--- src/rtl/bwa_pkg.sv ---
package bwa_pkg;

   // Round controller states
   typedef enum logic {
      RND_IDLE = 1'b0,
      RND_SCAN = 1'b1
   } rnd_state_e;

endpackage

--- src/rtl/bwa_prio_pick.sv ---
// Picks the highest-ranked pending core by cross-multiplied comparison.
module bwa_prio_pick #(
   parameter int N_CORES = 4,
   parameter int KEY_W   = 12,
   parameter int TEMP_W  = 8,
   localparam int IW     = (N_CORES > 1) ? $clog2(N_CORES) : 1
) (
   input  logic [N_CORES-1:0]        pend,
   input  logic [N_CORES*KEY_W-1:0]  key_flat,
   input  logic [N_CORES*TEMP_W-1:0] temp_flat,
   output logic [IW-1:0]             best_idx,
   output logic                      best_vld
);

   localparam int XW = KEY_W + TEMP_W;

   logic [KEY_W-1:0]  key_a [N_CORES];
   logic [TEMP_W-1:0] tmp_a [N_CORES];

   for (genvar g = 0; g < N_CORES; g++) begin : g_unpack
      assign key_a[g] = key_flat[g*KEY_W +: KEY_W];
      assign tmp_a[g] = temp_flat[g*TEMP_W +: TEMP_W];
   end

   logic [KEY_W-1:0]  bk;
   logic [TEMP_W-1:0] bt;
   logic [XW-1:0]     lhs;
   logic [XW-1:0]     rhs;

   // Scan upward; replace only on strictly higher rank so ties keep lower index
   always_comb begin
      best_vld = 1'b0;
      best_idx = '0;
      bk       = '0;
      bt       = '0;
      lhs      = '0;
      rhs      = '0;
      for (int i = 0; i < N_CORES; i++) begin
         lhs = XW'(key_a[i]) * XW'(bt);
         rhs = XW'(bk) * XW'(tmp_a[i]);
         if (pend[i] && (!best_vld || (lhs > rhs))) begin
            best_vld = 1'b1;
            best_idx = IW'(i);
            bk       = key_a[i];
            bt       = tmp_a[i];
         end
      end
   end

endmodule

--- src/rtl/bwa_ledger.sv ---
// Tracks which cores hold bandwidth, how much each holds, and the total in use.
module bwa_ledger #(
   parameter int N_CORES = 4,
   parameter int BW_W    = 5
) (
   input  logic               clk,
   input  logic               rst_n,
   input  logic [N_CORES-1:0] grant_vec,
   input  logic [BW_W-1:0]    grant_amt,
   input  logic [N_CORES-1:0] core_stop,
   output logic [N_CORES-1:0] active,
   output logic [BW_W-1:0]    used
);

   localparam int AW = BW_W + $clog2(N_CORES) + 1;

   logic [N_CORES-1:0] act_q;
   logic [BW_W-1:0]    amt_q [N_CORES];
   logic [BW_W-1:0]    used_q;
   logic [AW-1:0]      ret_sum;
   logic [AW-1:0]      used_d;

   always_comb begin
      ret_sum = '0;
      for (int i = 0; i < N_CORES; i++) begin
         if (core_stop[i] && act_q[i]) ret_sum = ret_sum + AW'(amt_q[i]);
      end
      used_d = AW'(used_q) - ret_sum;
      if (|grant_vec) used_d = used_d + AW'(grant_amt);
   end

   always_ff @(posedge clk) begin
      if (!rst_n) begin
         act_q  <= '0;
         used_q <= '0;
         for (int i = 0; i < N_CORES; i++) amt_q[i] <= '0;
      end else begin
         used_q <= BW_W'(used_d);
         for (int i = 0; i < N_CORES; i++) begin
            if (grant_vec[i]) begin
               act_q[i] <= 1'b1;
               amt_q[i] <= grant_amt;
            end else if (core_stop[i] && act_q[i]) begin
               act_q[i] <= 1'b0;
               amt_q[i] <= '0;
            end
         end
      end
   end

   assign active = act_q;
   assign used   = used_q;

endmodule

--- src/rtl/bwa_round_ctl.sv ---
// Opens a round on the strobe, then grants one candidate per cycle until a stop.
module bwa_round_ctl
   import bwa_pkg::*;
#(
   parameter int N_CORES = 4,
   localparam int IW     = (N_CORES > 1) ? $clog2(N_CORES) : 1
) (
   input  logic               clk,
   input  logic               rst_n,
   input  logic               alloc_go,
   input  logic [N_CORES-1:0] cand,
   input  logic [IW-1:0]      best_idx,
   input  logic               best_vld,
   input  logic               fit,
   input  logic               free_nz,
   output logic               busy,
   output logic [N_CORES-1:0] pend,
   output logic [N_CORES-1:0] grant_vec
);

   localparam logic [N_CORES-1:0] ONE = N_CORES'(1);

   rnd_state_e         state_q;
   logic [N_CORES-1:0] pend_q;
   logic               take;

   assign take      = (state_q == RND_SCAN) && best_vld && free_nz && fit;
   assign grant_vec = take ? (ONE << best_idx) : '0;

   always_ff @(posedge clk) begin
      if (!rst_n) begin
         state_q <= RND_IDLE;
         pend_q  <= '0;
      end else begin
         unique case (state_q)
            RND_IDLE: begin
               if (alloc_go) begin
                  state_q <= RND_SCAN;
                  pend_q  <= cand;
               end
            end
            RND_SCAN: begin
               if (take) begin
                  pend_q <= pend_q & ~grant_vec;
               end else begin
                  state_q <= RND_IDLE;
                  pend_q  <= '0;
               end
            end
            default: state_q <= RND_IDLE;
         endcase
      end
   end

   assign busy = (state_q == RND_SCAN);
   assign pend = pend_q;

endmodule

--- src/rtl/bw_grant_alloc.sv ---
// Top: priority-ordered test-bus bandwidth allocator.
module bw_grant_alloc #(
   parameter int N_CORES = 4,
   parameter int CNT_W   = 8,
   parameter int WGT_W   = 4,
   parameter int TEMP_W  = 8,
   parameter int BW_W    = 5
) (
   input  logic                      clk,
   input  logic                      rst_n,
   input  logic [N_CORES-1:0]        ready,
   input  logic [N_CORES*CNT_W-1:0]  rem_pat,
   input  logic [N_CORES*WGT_W-1:0]  dweight,
   input  logic [N_CORES*TEMP_W-1:0] temp,
   input  logic [N_CORES*BW_W-1:0]   req_bw,
   input  logic [BW_W-1:0]           bw_limit,
   input  logic                      alloc_go,
   input  logic [N_CORES-1:0]        core_stop,
   output logic [N_CORES-1:0]        grant,
   output logic [BW_W-1:0]           free_bw,
   output logic                      busy
);

   localparam int KEY_W = CNT_W + WGT_W;
   localparam int IW    = (N_CORES > 1) ? $clog2(N_CORES) : 1;

   // Elaboration-time parameter checks
   if (N_CORES < 2) begin : g_bad_ncores
      $error("bw_grant_alloc: N_CORES must be at least 2");
   end
   if (BW_W < 2) begin : g_bad_bw
      $error("bw_grant_alloc: BW_W must be at least 2");
   end
   if (CNT_W < 1 || WGT_W < 1 || TEMP_W < 1) begin : g_bad_key
      $error("bw_grant_alloc: key and temperature widths must be positive");
   end

   logic [N_CORES*KEY_W-1:0] key_flat;
   logic [BW_W-1:0]          req_a [N_CORES];

   // Per-core priority key: remaining patterns times defect weight
   for (genvar g = 0; g < N_CORES; g++) begin : g_key
      assign key_flat[g*KEY_W +: KEY_W] =
         KEY_W'(rem_pat[g*CNT_W +: CNT_W]) * KEY_W'(dweight[g*WGT_W +: WGT_W]);
      assign req_a[g] = req_bw[g*BW_W +: BW_W];
   end

   logic [N_CORES-1:0] act_mask;
   logic [N_CORES-1:0] pend;
   logic [N_CORES-1:0] grant_vec;
   logic [IW-1:0]      best_idx;
   logic               best_vld;
   logic [BW_W-1:0]    used;
   logic [BW_W-1:0]    take_amt;
   logic               fit;

   bwa_prio_pick #(
      .N_CORES (N_CORES),
      .KEY_W   (KEY_W),
      .TEMP_W  (TEMP_W)
   ) u_pick (
      .pend      (pend),
      .key_flat  (key_flat),
      .temp_flat (temp),
      .best_idx  (best_idx),
      .best_vld  (best_vld)
   );

   assign free_bw  = bw_limit - used;
   assign take_amt = req_a[best_idx];
   assign fit      = (take_amt <= free_bw);

   bwa_round_ctl #(
      .N_CORES (N_CORES)
   ) u_ctl (
      .clk       (clk),
      .rst_n     (rst_n),
      .alloc_go  (alloc_go),
      .cand      (ready & ~act_mask),
      .best_idx  (best_idx),
      .best_vld  (best_vld),
      .fit       (fit),
      .free_nz   (free_bw != '0),
      .busy      (busy),
      .pend      (pend),
      .grant_vec (grant_vec)
   );

   bwa_ledger #(
      .N_CORES (N_CORES),
      .BW_W    (BW_W)
   ) u_ledger (
      .clk       (clk),
      .rst_n     (rst_n),
      .grant_vec (grant_vec),
      .grant_amt (take_amt),
      .core_stop (core_stop),
      .active    (act_mask),
      .used      (used)
   );

   assign grant = grant_vec;

endmodule

--- config.mk ---
export PLATFORM = sky130hd
export DESIGN_NAME = bw_grant_alloc
export DESIGN_NICKNAME = d
export VERILOG_FILES = /design/src/rtl/bwa_pkg.sv /design/src/rtl/bwa_prio_pick.sv /design/src/rtl/bwa_ledger.sv /design/src/rtl/bwa_round_ctl.sv /design/src/rtl/bw_grant_alloc.sv
export SDC_FILE = /design/constraint.sdc
export NUM_CORES = 2
export LEC_CHECK = 0
export BUFFER_PORTS_ARGS = -buffer_cell sky130_fd_sc_hd__clkbuf_2
export CAP_MARGIN = 20
export CORE_ASPECT_RATIO = 1.1
export CORE_MARGIN = 2
export CORE_UTILIZATION = 60
export CTS_BUF_LIST = sky130_fd_sc_hd__clkbuf_4 sky130_fd_sc_hd__clkbuf_8
export DETAILED_ROUTE_END_ITERATION = 7
export PLACE_DENSITY = 0.8
export SYNTH_ARGS = -nofsm -noshare
export SYNTH_HDL_FRONTEND = slang
export SYNTH_SLANG_ARGS = --single-unit
--- constraint.sdc ---
create_clock -name clk -period 25.7 [get_ports clk]
set_clock_uncertainty 0.05 [all_clocks]
set_input_delay 1.285 -clock clk [delete_from_list [all_inputs] [get_ports clk]]
set_output_delay 1.285 -clock clk [all_outputs]
set_load 0.02 [all_outputs]
==> results.py <==
metrics = {
    "die": {
        "io_pins": 126,
        "coreArea_um2": 43140,
        "start_util_pct": 60.49,
        "die_h_um": 222.7,
        "rows": 80,
        "dieWidth_um": 202.8,
        "die_area_um2": 45180,
    },
    "worst_setup_path": {
        "rr_startpoint": "u_ctl.pend[0]",
        "path_class": "input pin to output pin",
        "crit_path_max_incr_delay_ps": 580,
        "worst_path_dominant_cell_family": "adder cells",
        "cp-startpoint": "dweight[1]",
        "cpMostUsedCell": "fa_1",
        "cp_slowest_cell": "fa_1",
        "startpoint_type": "input pin",
        "required_ps": 24360,
        "worstReg2RegEnd": "u_ledger.amt_q[0][11]",
        "r2r_cells": 84,
        "cp.arrival_ps": 23670,
        "crit_cells": 92,
        "worstSetupEndpointType": "output pin",
        "crit_fanout": 9,
        "endpoint": "grant[0]",
        "worst-path-buf-inv": 19,
        "r2r_slack_ps": 3040,
    },
    "logic_synthesis": {
        "synth_edf_count": 20,
        "synth_cell_types": 79,
        "ys_ff_latch": 34,
        "async_flop_share_pct": 0,
        "yosysWarnings": 0,
        "synth_fp_nets": 4112,
        "synth_top_flop_cell": "edfxtp_1",
        "seq_area_frac_synth_pct": 3.376,
        "yosysTopAreaCellShare_pct": 31.76,
        "syn_area_per_cell_um2": 8.183,
        "syn_area_um2": 26100,
        "synthTopCellsByCount": "inv_1, fa_1, ha_1, nor2_1, nand2_1",
        "yosysMostFrequentCell": "inv_1",
        "syn-instance-count": 3189,
        "synth_area_leaders": "fa_1, ha_1, inv_1",
        "yosys.area.top_type": "fa_1",
    },
    "detailed_routing": {
        "drt_first_pass_iters": 6,
        "ant_nets": 0,
        "post_drt_wl_per_cell_um": 17.31,
        "num_vias": 22593,
        "drc": 0,
        "drtIter0Drc": 1317,
        "wirelength_mm": 68.04,
        "routed_via_density": 5.749,
    },
    "layout": {
        "area_growth_pct": 9.858,
        "n_fill_cell": 3543,
        "final_area_um2": 28670,
        "utilization_pct": 66.45,
        "layout.nets": 4276,
        "drive_above_1_share_pct": 10.67,
    },
    "clocking": {
        "htreeDepth": 2,
        "clock_sinks": 34,
        "holdBufCountCts": 0,
        "clk_path_buf_depth": 2,
        "numCtsBuffers": 5,
        "clk_pin_slew_worst_paths_ps": 70,
        "root_buffer": "clkbuf_8",
        "clk-insertion-delay-late_ps": 290,
        "cts_tree": "yes",
    },
    "power_and_ir_drop": {
        "power_density_nw_per_um2": 55.77,
        "static-leakage-power_nw": 15.62,
        "peakVddDrop_v": 0.00005906,
    },
    "global_routing": {
        "grt_pass1_wl_mm": 111.4,
        "track_usage_pct": 29.89,
        "grt_max_degree": 54,
        "grt_pass1_vias": 23306,
        "antenna_found_initial": 2,
        "overflow": 0,
    },
    "placement": {
        "gp_routability_congestion": 0.9310,
        "preCtsSetupSlack_ps": -602.1,
        "dp_hpwl_mm": 56.62,
        "port_buffers": 125,
        "placedInstanceArea_um2": 27620,
    },
    "worst_hold_path": {
        "hold_depth": 2,
        "hold_path_class": "flip-flop to flip-flop",
    },
    "flow_run": {
        "drv_cap": 0,
    },
    "sta": {
        "setup_viol": 0,
        "maxClockFrequency_mhz": 39.99,
        "tightest_slew_ps": 1213,
        "whs_ps": 456.2,
        "drv_slew": 0,
        "min_period_ps": 25010,
        "fin_crit_sh_pct": 97.30,
        "slew_headroom_pct": 18.88,
        "hold_violations": 0,
        "fin_ws_ps": 694.4,
    },
    "run_status": {
        "status": "finished clean",
    },
}
-- layout make-up --
class	count	area (um^2)	area share, %
diodes	2	5.005	0.01746
clock buffers	5	68.82	0.2400
clock inverters	3	16.27	0.05674
inverters	632	2372	8.275
multi-input cells	2453	23160	80.80
flip-flops and latches	34	882.1	3.077
well taps	574	718.2	2.505
repair buffers	227	1441	5.028
-- how the worst min path moves through the flow --
stage | from | slack (ps) | to
global route | u_ledger.active[2] | 510 | u_ledger.active[2]
floorplan | u_ledger.active[1] | 400 | u_ledger.active[1]
global placement | u_ledger.active[2] | 420 | u_ledger.active[2]
detailed placement | u_ledger.active[1] | 440 | u_ledger.active[1]
CTS | u_ledger.active[2] | 460 | u_ledger.active[2]
finish | u_ledger.active[2] | 460 | u_ledger.active[2]
-- layer usage --
layer / routed length (um) / up-vias / global-route usage, % / share of wire, %
li1: - / 10456 / - / -
met3: 3969 / 177 / 2.317 / 5.8
met5: 0 / - / 0 / 0
met1: 27140 / 11163 / 37.81 / 40
met2: 34180 / 797 / 54.20 / 50
met4: 2750 / 0 / 9.254 / 4.0
-- cell usage in the layout (no fill, tap or decap), types with 17 or more instances in the layout --
cell type    n
inv_1      631
fa_1       413
ha_1       389
nor2_1     306
nand2_1    255
and2_1     207
clkbuf_2   120
a21oi_1    118
buf_4       96
xnor2_1     94
and3_1      74
nand3_1     53
nor3_1      51
xor2_1      46
o21ai_0     40
nand2b_1    35
a21o_1      33
nor2b_1     32
o21bai_1    21
edfxtp_1    20
nand4_1     19
or2_2       19
or3_1       18
o21a_1      17
-- cell families after synthesis --
group | count (synthesis) | share of synthesized area (%)
and+or+nand+nor | 1114 | 21.02
AOI/OAI and AO/OA | 365 | 9.038
DFF | 34 | 3.376
adders and majority gates | 807 | 50.60
buffers and inverters | 703 | 10.20
xor gates and xnor gates | 146 | 4.900
muxes | 20 | 0.8679
-- per-stage QoR --
stage          instances  TNS [ps]  power [mW]
6_report            3930         0       1.599
5_1_grt             3930    -654.5       1.793
4_1_cts             3889         0       1.531
3_5_place_dp        3878     -2204       1.471
3_3_place_gp        3878    -552.1       1.413
2_1_floorplan       3189         0       1.108
-- worst register-to-register path, delay by kind of cell (launching register included) --
kind | cells | cell delay [ps]
buffers and inverters | 16 | 2480
flip-flops | 1 | 870
AND/OR/NAND/NOR | 19 | 4540
AO/OA/AOI/OAI | 26 | 6020
XOR/XNOR | 3 | 420
adder cells (fa/ha/maj) | 19 | 7960
multiplexers | 1 | 120
-- state kept, by name (all words and copies together) (netlist names) --
register	flops
u_ledger.used	5
u_ledger.active	4
u_ctl.pend	4
u_ctl.busy	1
u_ledger.amt_q	20
-- report_power, final --
group	internal, mW	switching, mW
registers	0.0632	0.00537
logic	0.603	0.888
clock network	0.0185	0.0200
total	0.685	0.913
-- timing repair --
item	CTS	global route
gates cloned	0	2
setup buffers	3	37
pin swaps	3	43
resized for setup	31	113
setup endpoints to repair	4	58
Note: power is estimated with default switching activity, not from simulation.
